`src/rtl/resultSerPkg.sv`:
```
package resultSerPkg;

  // Strobes from control to datapath
  typedef struct packed {
    logic holdFirst;  // capture first input's word
    logic loadBoth;   // move held word and incoming word into shift register
    logic shiftOne;   // advance shift register by one bit
  } serStrobeT;

  // Ready-flag states
  typedef enum logic [1:0] {
    RDY_IDLE  = 2'd0,  // flag high, nothing waiting
    RDY_PEND  = 2'd1,  // flag low, frame waiting
    RDY_PULSE = 2'd2   // flag high for a fixed count, then waiting
  } readyStateT;

endpackage

```
`src/rtl/resultSerCtrl.sv`:
```
module resultSerCtrl
  import resultSerPkg::*;
#(
  parameter int PULSE_CYC = 12,
  localparam int CNT_W = $clog2(PULSE_CYC + 1)
) (
  input  logic      clk,
  input  logic      rstN,
  input  logic      resDone,
  input  logic      resSel,
  input  logic      dataClk,
  input  logic      txEnN,
  output serStrobeT strobes,
  output logic      readyN,
  output logic      outEn
);

  logic dclkPrev;
  logic txPrev;
  logic loadNow;
  logic dclkFall;
  logic txFall;
  readyStateT rdyState;
  logic [CNT_W-1:0] pulseCnt;

  // Sampled history of the serial-side controls
  always_ff @(posedge clk or negedge rstN) begin
    if (!rstN) begin
      dclkPrev <= 1'b0;
      txPrev   <= 1'b1;
      outEn    <= 1'b0;
    end else begin
      dclkPrev <= dataClk;
      txPrev   <= txEnN;
      outEn    <= ~txEnN;
    end
  end

  always_comb begin
    loadNow  = resDone & resSel;
    dclkFall = dclkPrev & ~dataClk & ~txEnN;
    txFall   = txPrev & ~txEnN;
    strobes.holdFirst = resDone & ~resSel;
    strobes.loadBoth  = loadNow;
    strobes.shiftOne  = dclkFall & ~loadNow;  // load has priority
  end

  // Ready flag sequencing
  always_ff @(posedge clk or negedge rstN) begin
    if (!rstN) begin
      rdyState <= RDY_IDLE;
      pulseCnt <= '0;
    end else if (loadNow) begin
      if (rdyState != RDY_IDLE && txEnN) begin
        rdyState <= RDY_PULSE;
        pulseCnt <= CNT_W'(PULSE_CYC - 1);
      end else begin
        rdyState <= RDY_PEND;
        pulseCnt <= '0;
      end
    end else if (txFall) begin
      rdyState <= RDY_IDLE;
      pulseCnt <= '0;
    end else if (rdyState == RDY_PULSE) begin
      if (pulseCnt == '0) begin
        rdyState <= RDY_PEND;
      end else begin
        pulseCnt <= pulseCnt - CNT_W'(1);
      end
    end
  end

  assign readyN = (rdyState != RDY_PEND);

endmodule

```
`src/rtl/resultSerDatapath.sv`:
```
module resultSerDatapath
  import resultSerPkg::*;
#(
  parameter int RES_W = 20,
  localparam int SR_W = 2 * RES_W
) (
  input  logic             clk,
  input  logic             rstN,
  input  serStrobeT        strobes,
  input  logic [RES_W-1:0] resWord,
  input  logic             serIn,
  input  logic             outEn,
  output logic             serOut,
  output logic [SR_W-1:0]  srBits
);

  logic [RES_W-1:0] holdReg;

  always_ff @(posedge clk or negedge rstN) begin
    if (!rstN) begin
      holdReg <= '0;
    end else if (strobes.holdFirst) begin
      holdReg <= resWord;
    end
  end

  // Second input's word sits at the output end
  always_ff @(posedge clk or negedge rstN) begin
    if (!rstN) begin
      srBits <= '0;
    end else if (strobes.loadBoth) begin
      srBits <= {resWord, holdReg};
    end else if (strobes.shiftOne) begin
      srBits <= {srBits[SR_W-2:0], serIn};
    end
  end

  assign serOut = outEn ? srBits[SR_W-1] : 1'b1;

endmodule

```
`src/rtl/dualResultSerializer.sv`:
```
module dualResultSerializer
  import resultSerPkg::*;
#(
  parameter int RES_W     = 20,
  parameter int PULSE_CYC = 12
) (
  input  logic             clk,
  input  logic             rstN,
  input  logic [RES_W-1:0] resWord,
  input  logic             resDone,
  input  logic             resSel,
  input  logic             dataClk,
  input  logic             txEnN,
  input  logic             serIn,
  output logic             readyN,
  output logic             serOut,
  output logic             serOutEn
);

  localparam int SR_W = 2 * RES_W;

  serStrobeT       strobes;
  logic [SR_W-1:0] shiftBits;

  resultSerCtrl #(.PULSE_CYC(PULSE_CYC)) ctrl (
    .clk     (clk),
    .rstN    (rstN),
    .resDone (resDone),
    .resSel  (resSel),
    .dataClk (dataClk),
    .txEnN   (txEnN),
    .strobes (strobes),
    .readyN  (readyN),
    .outEn   (serOutEn)
  );

  resultSerDatapath #(.RES_W(RES_W)) dpath (
    .clk     (clk),
    .rstN    (rstN),
    .strobes (strobes),
    .resWord (resWord),
    .serIn   (serIn),
    .outEn   (serOutEn),
    .serOut  (serOut),
    .srBits  (shiftBits)
  );

endmodule

```
`config.mk`:
```
export PLATFORM = sky130hd
export DESIGN_NAME = dualResultSerializer
export DESIGN_NICKNAME = d
export VERILOG_FILES = /design/src/rtl/resultSerPkg.sv /design/src/rtl/resultSerCtrl.sv /design/src/rtl/resultSerDatapath.sv /design/src/rtl/dualResultSerializer.sv
export SDC_FILE = /design/constraint.sdc
export NUM_CORES = 1
export LEC_CHECK = 0
export BUFFER_PORTS_ARGS = -buffer_cell sky130_fd_sc_hd__buf_2
export CORE_UTILIZATION = 35
export DETAILED_ROUTE_END_ITERATION = 8
export SKIP_CTS_REPAIR_TIMING = 1
export SLEW_MARGIN = 20
export SYNTH_ARGS = -nofsm -noshare
export SYNTH_HDL_FRONTEND = slang
export SYNTH_SLANG_ARGS = --single-unit
```
`constraint.sdc`:
```
create_clock -name clk -period 1.9 [get_ports clk]
set_input_delay 0 -clock clk [delete_from_list [all_inputs] [get_ports clk]]
set_output_delay 0 -clock clk [all_outputs]
set_load 0.005 [all_outputs]
```
==> results of run 1 <==
report_power, final:
part           total (uW)  internal (uW)  switching [uW]  leakage [uW]
clock                1330            807             524      0.000116
combinational        1150            773             380      0.000765
sequential           2230           1980             252      0.000823
registers in the layout, summed over array words and instances, names as in the netlist:
name and cells:
ctrl.dclkPrev 1, dpath.srBits 40, ctrl.pulseCnt 4, dpath.holdReg 20, ctrl.outEn 1, ctrl.txPrev 1
ctrl.rdyState 2
metrics by stage:
stage / setup TNS (ps) / utilization [%] / area (um^2) / hold WS, ps
2_1_floorplan: 0 / - / 3207 / -295.6
3_3_place_gp: -828.7 / 39.29 / 3460 / 57.41
3_5_place_dp: -540.3 / 39.29 / 3460 / 53.13
4_1_cts: -1224 / 41.84 / 3685 / -312.3
5_1_grt: 0 / 44.90 / 3954 / 147.3
6_report: 0 / 44.90 / 3954 / 117.7
cells in the final DEF (no fill, tap or decap), types with 2 or more instances in the layout:
cell | Yosys | layout
a21oi_1 | 4 | 4
a311o_1 | 3 | 3
clkbuf_8 | 0 | 11
mux2_2 | 97 | 97
nor2b_1 | 2 | 2
buf_4 | 0 | 4
buf_2 | 5 | 29
dfrtp_1 | 68 | 68
nand2b_1 | 4 | 4
ha_1 | 2 | 2
buf_12 | 0 | 2
a2111oi_1 | 0 | 2
bufinv_16 | 0 | 2
nor3_1 | 2 | 2
nand3_1 | 2 | 2
o21ai_0 | 2 | 2
mux2i_1 | 2 | 2
inv_1 | 4 | 4
nand2_1 | 2 | 2
clkinv_2 | 0 | 2
dlygate4sd3_1 | 0 | 24
worst max-delay path: cells and delay by family, from the launching register on:
kind,cells,cell delay (ps)
DFF,1,420
buffers and inverters,1,90
and+or+nand+nor,1,480
AOI/OAI and AO/OA,2,460
adders and majority gates,1,160
final cells by class:
cell class                      count  area share [%]
Clock buffer                       12           3.924
Multi-Input combinational cell    137           35.28
Sequential cell                    69           43.70
Tap cell                          108           3.418
Inverter                            4          0.3797
Timing Repair Buffer               59           11.52
Clock inverter                      4           1.772
worst paths after layout:
kind / to / slack [ps] / cells after the start
min: ctrl.rdyState[0]$_DFFE_PN0P_ / 120 / 3
min reg2reg: dpath.srBits[0]$_DFFE_PN0P_ / 490 / 2
max reg2reg: ctrl.pulseCnt[0]$_DFFE_PN0P_ / 160 / 5
max: ctrl.pulseCnt[0]$_DFFE_PN0P_ / 160 / 5
max in group asynchronous: ctrl.txPrev$_DFF_PN1_ / 1350 / 3
min in group asynchronous: dpath.holdReg[13]$_DFFE_PN0P_ / 230 / 3
metal layers:
metal  vias to the layer above  global-route usage, %  share of wire [%]  routed length [um]
met5                         -                      0                  0                   0
met4                         0                  5.594                1.9                 104
met3                         9                  3.237                2.7                 148
met2                        27                  20.13                 49                2673
met1                       984                  16.97                 47                2551
li1                        925                      -                  -                   -
cells by family (layout without fill, tap and decap cells):
family	count (synthesis)	in the layout
AOI/OAI and AO/OA	17	17
and+or+nand+nor	18	18
DFF	69	69
muxes	100	100
buffers and inverters	17	79
adders and majority gates	2	2
==> flow_metrics.tcl, run 1 <==
set metrics [dict create \
    status "complete, but fails checks" \
    violations "DRC" \
    period_share_pct 91.83 \
    insertion_delay_ps 330 \
    drv_cap 0 \
    hold_start "resDone" \
    crit_start "ctrl.pulseCnt[0]$_DFFE_PN0P_" \
    dp_hpwl_um 3460 \
    ios 30 \
    cts-root-buf "clkbuf_8" \
    muxShareOfSynthArea_pct 35.04 \
    vias 1945 \
    yosysSeqAreaShare_pct 53.88 \
    crit_arrival_ps 1940 \
    synth_compound_area_share_pct 3.941 \
    antenna_found_initial 0 \
    seq_area_um2 1728 \
    p_per_area_nw_per_um2 1193 \
    synth_edf_count 0 \
    hold_violations 0 \
    layout.nets 309 \
    clock-skew-final_ps 6.831 \
    grt_max_degree 70 \
    place_congestion 0.7154 \
    htreeDepth 3 \
    max-vdd-ir-drop_uv 489.4 \
    fillers 816 \
    rr_startpoint "ctrl.pulseCnt[0]$_DFFE_PN0P_" \
    synth_area_leaders "dfrtp_1, mux2_2, buf_6" \
    drt-initial-drc-count 93 \
    cp-start-kind "register" \
    synth_fa_ha_area_share_pct 0.7803 \
    cp.required_ps 2100 \
    syn_area_um2 3207 \
    drc 4 \
    cts.clk_slew.worst_paths_ps 70 \
    stdcell_count 393 \
    period_needed_ps 1745 \
    report.power.total_uw 4715 \
    syn_inst 223 \
    grt_pass1_wl_um 9556 \
    synth.distinct_cells 29 \
    multi_input_area_um2 1395 \
    dp_cells 352 \
    first_pass_iters 6 \
    area_growth_pct 23.29 \
    dieArea_um2 9549 \
    yosys_warnings 0 \
    worst_pin_slew_ps 543.4 \
    slew_viol_final 0 \
    vias_per_cell 4.949 \
    hp-class "in -> reg" \
    synth_simple_gate_area_share_pct 3.238 \
    yosys_most_used_dff "dfrtp_1" \
    antenna_left 0 \
    synth.most_common_cell "mux2_2" \
    grt_pass1_vias 1912 \
    synth.avg_cell_area_um2 14.38 \
    post-place-ws_ps -26.43 \
    die_y_um 97.72 \
    numCtsBuffers 9 \
    die_w_um 97.72 \
    cts_tree "done" \
    setup_ws_ps 155.2 \
    synthesis.nets 252 \
    port_buffers 29 \
    rsz0062_at_grt "false" \
    antennaDiodeCount 0 \
    fmax_ghz 0.5731 \
    drive_gt1_share_pct 52.98 \
    synth_top_family_by_area "multiplexers" \
    globalRouteTotalUtil_pct 12.88 \
    rows 34 \
    cts_sinks 69 \
    leakagePower_uw 0.001705 \
    initial_core_util_pct 36.42 \
    critPathCaptureType "register" \
    yosysTopAreaCellShare_pct 53.06 \
    overflow 0 \
    worstSetupPathType "reg -> reg" \
    synth_xor_area_share_pct 0 \
    yosys_register_bits 69 \
    wirelength_um 5477 \
    setup_viol_count_final 0 \
    slowest_delay_ps 480 \
    slowest_stage "or3b_1" \
    slew_headroom_pct 63.70 \
    post_drt_wl_per_cell_um 13.94 \
    design.core.area_um2 8806 \
    synth_commonest_cells "mux2_2, dfrtp_1, buf_2" \
    synthArstFlopShare_pct 100.0 \
    yosysTopAreaCell "dfrtp_1" \
    crit_path_cell_trace "inv_1 > ha_1 > or3b_1 > a2111oi_1 > a21oi_1" \
    clockBufferDepth 2 \
    cp_max_fo 7 \
]
Note: power is estimated with default switching activity, not from simulation.
==> inputs of run 2 (changes only) <==
- CORE_ASPECT_RATIO: not set -> 0.5
==> flow_metrics.tcl, run 2 (synthesis results as in run 1) <==
set metrics [dict create \
    status "complete, but fails checks" \
    violations "hold timing" \
    cp-start-kind "register" \
    hold_violations 1 \
    largestRegisters "dpath.srBits (40), dpath.holdReg (20), ctrl.pulseCnt (4)" \
    grt_pass1_vias 1982 \
    period_share_pct 94.82 \
    area_growth_pct 24.78 \
    overflow 0 \
    port_buffers 29 \
    layout.nets 308 \
    ios 30 \
    dieArea_um2 9573 \
    final_common_cell "mux2_2" \
    p_per_area_nw_per_um2 1217 \
    antennaDiodeCount 0 \
    setup_viol_count_final 0 \
    fillers 788 \
    initial_core_util_pct 36.45 \
    cts_sinks 69 \
    crit_arrival_ps 1980 \
    grt_pass1_wl_um 9246 \
    cts-root-buf "clkbuf_16" \
    largest-register "dpath.srBits" \
    post-place-ws_ps -54.90 \
    clock-skew-final_ps 6.914 \
    wirelength_um 5710 \
    drc 0 \
    largest_register_ffs 40 \
    slowest_delay_ps 480 \
    drt-initial-drc-count 69 \
    tns_ps 0 \
    critPathCaptureType "register" \
    htreeDepth 3 \
    grt_max_degree 70 \
    first_pass_iters 4 \
    globalRouteTotalUtil_pct 12.64 \
    cp_max_fo 7 \
    drive_gt1_share_pct 53.36 \
    clockBufferDepth 2 \
    leakagePower_uw 0.001718 \
    hold_start "serIn" \
    max-vdd-ir-drop_uv 476.0 \
    vias 1947 \
    final_cell_mix "mux2_2, dfrtp_1, buf_2, dlygate4sd3_1, clkbuf_16" \
    vias_per_cell 4.868 \
    rr_startpoint "ctrl.pulseCnt[0]$_DFFE_PN0P_" \
    place_congestion 0.6783 \
    slowest_stage "or3b_1" \
    hp-class "in -> reg" \
    cts.clk_slew.worst_paths_ps 50 \
    design.core.area_um2 8798 \
    drv_cap 0 \
    rows 24 \
    cp.required_ps 2070 \
    die_w_um 137.4 \
    report.power.total_uw 4869 \
    numCtsBuffers 9 \
    die_y_um 69.69 \
    rsz0062_at_grt "false" \
    worstSetupPathType "reg -> reg" \
    antenna_found_initial 0 \
    insertion_delay_ps 320 \
    crit_start "ctrl.pulseCnt[0]$_DFFE_PN0P_" \
    post_drt_wl_per_cell_um 14.28 \
    hold-worst-slack_ps -7.094 \
    fmax_ghz 0.5551 \
    worst_pin_slew_ps 736.1 \
    slew_headroom_pct 50.87 \
    dp_hpwl_um 3447 \
    slew_viol_final 0 \
    period_needed_ps 1802 \
    setup_ws_ps 98.36 \
    crit_path_cell_trace "inv_1 > ha_1 > or3b_1 > a2111oi_0 > a21oi_1" \
    cts_tree "done" \
    antenna_left 0 \
]
[run 2: cell types whose count changed in the layout (fill, tap and decap cells not counted), sizes merged]
| cell | previous run | this run |
|---|---|---|
| clkinvlp | 0 | 1 |
| nor2 | 2 | 3 |
| buf | 35 | 34 |
| clkinv | 2 | 4 |
| clkbuf | 12 | 10 |
| bufinv | 2 | 0 |
| dlygate4sd3 | 24 | 23 |
[run 2: final cells by class]
type	count	area, um^2	share of cell area [%]
clock inverter	5	27.53	0.6879
timing repair buffer	57	445.4	11.13
clock buffer	10	239.0	5.972
multi-input combinational	138	1400	34.99
tap	117	146.4	3.659
inverter	4	15.01	0.3752
sequential	69	1728	43.18
[run 2: power breakdown]
| group | internal, uW | switching (uW) |
|---|---|---|
| Clock | 899 | 560 |
| Sequential | 1980 | 270 |
| Combinational | 773 | 384 |
[run 2: layer usage]
layer / share of wire, % / GRT usage, % / vias to the layer above
li1: - / - / 924
met1: 48 / 15.73 / 991
met2: 48 / 20.37 / 28
met3: 3.2 / 4.386 / 4
met4: 0.89 / 4.396 / 0
met5: 0 / 0 / -
[run 2: critical path: cells and delay by family, from the launching register on]
kind            cells  cell delay, ps
flops               1             420
compound gates      2             490
buf+inv             1             100
fa+ha+maj           1             170
simple gates        1             480
[run 2: stage by stage]
step | util [%] | cells | hold WS (ps) | area (um^2)
after floorplan | - | 223 | -295.6 | 3207
after CTS | 42.39 | 375 | -295.2 | 3730
after detailed placement | 39.36 | 360 | 49.14 | 3463
after global routing | 45.48 | 400 | 42.37 | 4001
final | 45.48 | 400 | -7.094 | 4001
after global placement | 39.36 | 360 | 47.00 | 3463
[run 2: final timing paths]
| path | endpoint | slack [ps] | depth (start not counted) |
|---|---|---|---|
| hold / removal | dpath.srBits[0]$_DFFE_PN0P_ | -7 | 3 |
| setup reg to reg | ctrl.pulseCnt[0]$_DFFE_PN0P_ | 100 | 5 |
| min in group asynchronous | dpath.srBits[21]$_DFFE_PN0P_ | 210 | 3 |
| max in group asynchronous | ctrl.txPrev$_DFF_PN1_ | 1340 | 3 |
| hold reg to reg | dpath.srBits[0]$_DFFE_PN0P_ | 490 | 2 |
| setup / recovery | ctrl.pulseCnt[0]$_DFFE_PN0P_ | 100 | 5 |
==> inputs of run 3 (changes only) <==
==> constraint.sdc (replaced) <==
create_clock -name clk -period 1.9 [get_ports clk]
set_input_delay 0.095 -clock clk [delete_from_list [all_inputs] [get_ports clk]]
set_output_delay 0.095 -clock clk [all_outputs]
set_load 0.005 [all_outputs]
==> flow_metrics.tcl, run 3 (synthesis results as in run 1) <==
set metrics [dict create \
    period_needed_ps 1786 \
    hold_violations 0 \
    stdcell_count 377 \
    cp.required_ps 2070 \
    cts_tree "done" \
    min_to "dpath.holdReg[9]$_DFFE_PN0P_" \
    dpl-instance-area_um2 3476 \
    post-route-cell-area_um2 3764 \
    crit_start "ctrl.pulseCnt[0]$_DFFE_PN0P_" \
    largest_register_ffs 40 \
    p_int_uw 3595 \
    insertion_delay_ps 320 \
    dp_hpwl_um 3553 \
    clock-skew-final_ps 3.928 \
    report.power.total_uw 4789 \
    leakagePower_uw 0.001615 \
    wirelength_um 5644 \
    rr_worst_depth 5 \
    slew_headroom_pct 55.92 \
    first_pass_iters 4 \
    drive_gt1_share_pct 56.54 \
    antennaDiodeCount 0 \
    cts-root-buf "clkbuf_16" \
    grt_max_degree 70 \
    cp_max_fo 7 \
    tns_ps 0 \
    final_cell_mix "mux2_2, dfrtp_1, buf_2, clkbuf_16" \
    slew_viol_final 0 \
    clkPwrFrac_pct 29.3 \
    hold_depth 2 \
    design.core.area_um2 8798 \
    r2r-end "ctrl.pulseCnt[3]$_DFFE_PN0P_" \
    power_frac_comb_pct 23.7 \
    die_y_um 69.69 \
    dp_cells 360 \
    drc 0 \
    grt_pass1_wl_um 9660 \
    place_congestion 0.6650 \
    status "complete, no violations" \
    setup_viol_count_final 0 \
    antenna_left 0 \
    hold_start "resWord[9]" \
    port_buffers 29 \
    initial_core_util_pct 36.45 \
    hp-class "in -> reg" \
    crit_arrival_ps 1960 \
    largestRegisters "dpath.srBits (40), dpath.holdReg (20), ctrl.pulseCnt (4)" \
    fmax_ghz 0.5598 \
    antenna_found_initial 0 \
    post_drt_wl_per_cell_um 14.97 \
    layout.nets 286 \
    sw_frac_of_total_pct 24.92 \
    rsz0062_at_grt "false" \
    rrSetupSlack_ps 110 \
    htreeDepth 3 \
    vias_per_cell 4.944 \
    final_common_cell "mux2_2" \
    worst_pin_slew_ps 661.3 \
    rr_startpoint "ctrl.pulseCnt[0]$_DFFE_PN0P_" \
    clockBufferDepth 2 \
    drt-initial-drc-count 61 \
    grt_pass1_vias 2004 \
    largest-register "dpath.srBits" \
    die_w_um 137.4 \
    cts.clk_slew.worst_paths_ps 50 \
    cp-start-kind "register" \
    period_share_pct 94.02 \
    switching_power_uw 1193 \
    dieArea_um2 9573 \
    p_per_area_nw_per_um2 1272 \
    numCtsBuffers 9 \
    drv_cap 0 \
    cts_sinks 69 \
    worstSetupPathType "reg -> reg" \
    critPathCaptureType "register" \
    globalRouteTotalUtil_pct 13.36 \
    area_growth_pct 17.36 \
    vias 1864 \
    hold-worst-slack_ps 20.47 \
    ios 30 \
    overflow 0 \
    max-vdd-ir-drop_uv 649.9 \
    power_frac_seq_pct 47.0 \
    rows 24 \
]
==> run 3: cell type report <==
| class | instances | area [um^2] |
|---|---|---|
| flip-flops and latches | 69 | 1728 |
| clock inverters | 3 | 15.01 |
| repair buffers | 36 | 230.2 |
| multi-input cells | 137 | 1396 |
| clock buffers | 11 | 232.7 |
| well taps | 117 | 146.4 |
| fillers | 785 | 5035 |
| inverters | 4 | 15.01 |
==> run 3: stage by stage <==
step / utilization, % / worst slack (ps)
final: 42.78 / 113.7
after global routing: 42.78 / 32.95
after CTS: 42.32 / 7.378
after detailed placement: 39.51 / 22.86
after global placement: 39.51 / 235.7
after floorplan: - / 231.5
==> run 3: power by group through the flow <==
stage / Combinational [uW] / Sequential (uW) / Clock [uW]
after floorplan: 928 / 2170 / 0
after global placement: 1070 / 2240 / 0
after detailed placement: 1120 / 2270 / 0
after CTS: 1140 / 2250 / 1450
after global routing: 1270 / 2310 / 1510
final: 1140 / 2250 / 1400
==> run 3: worst max-delay path: stages, from the launching register on <==
cell and delay (ps):
dfrtp_1 430, inv_1 110, ha_1 190, or3b_4 440, a2111oi_0 380, a211oi_1 90
==> run 3: worst max path at each step <==
stage	to	cells after the start	slack, ps
finish	ctrl.pulseCnt[3]$_DFFE_PN0P_	5	110
CTS	ctrl.pulseCnt[0]$_DFFE_PN0P_	5	7
detailed placement	ctrl.pulseCnt[0]$_DFFE_PN0P_	5	20
global route	ctrl.pulseCnt[3]$_DFFE_PN0P_	5	30
global placement	ctrl.pulseCnt[3]$_DFFE_PN0P_	5	240
floorplan	ctrl.pulseCnt[3]$_DFFE_PN0P_	6	230
==> run 3: routing by layer <==
layer  vias to the layer above  global-route usage [%]  share of wire [%]
li1                        878                       -                  -
met1                       947                   16.25                 47
met2                        31                   20.93                 47
met3                         8                   5.409                4.1
met4                         0                   5.617                1.5
met5                         -                       0                  0
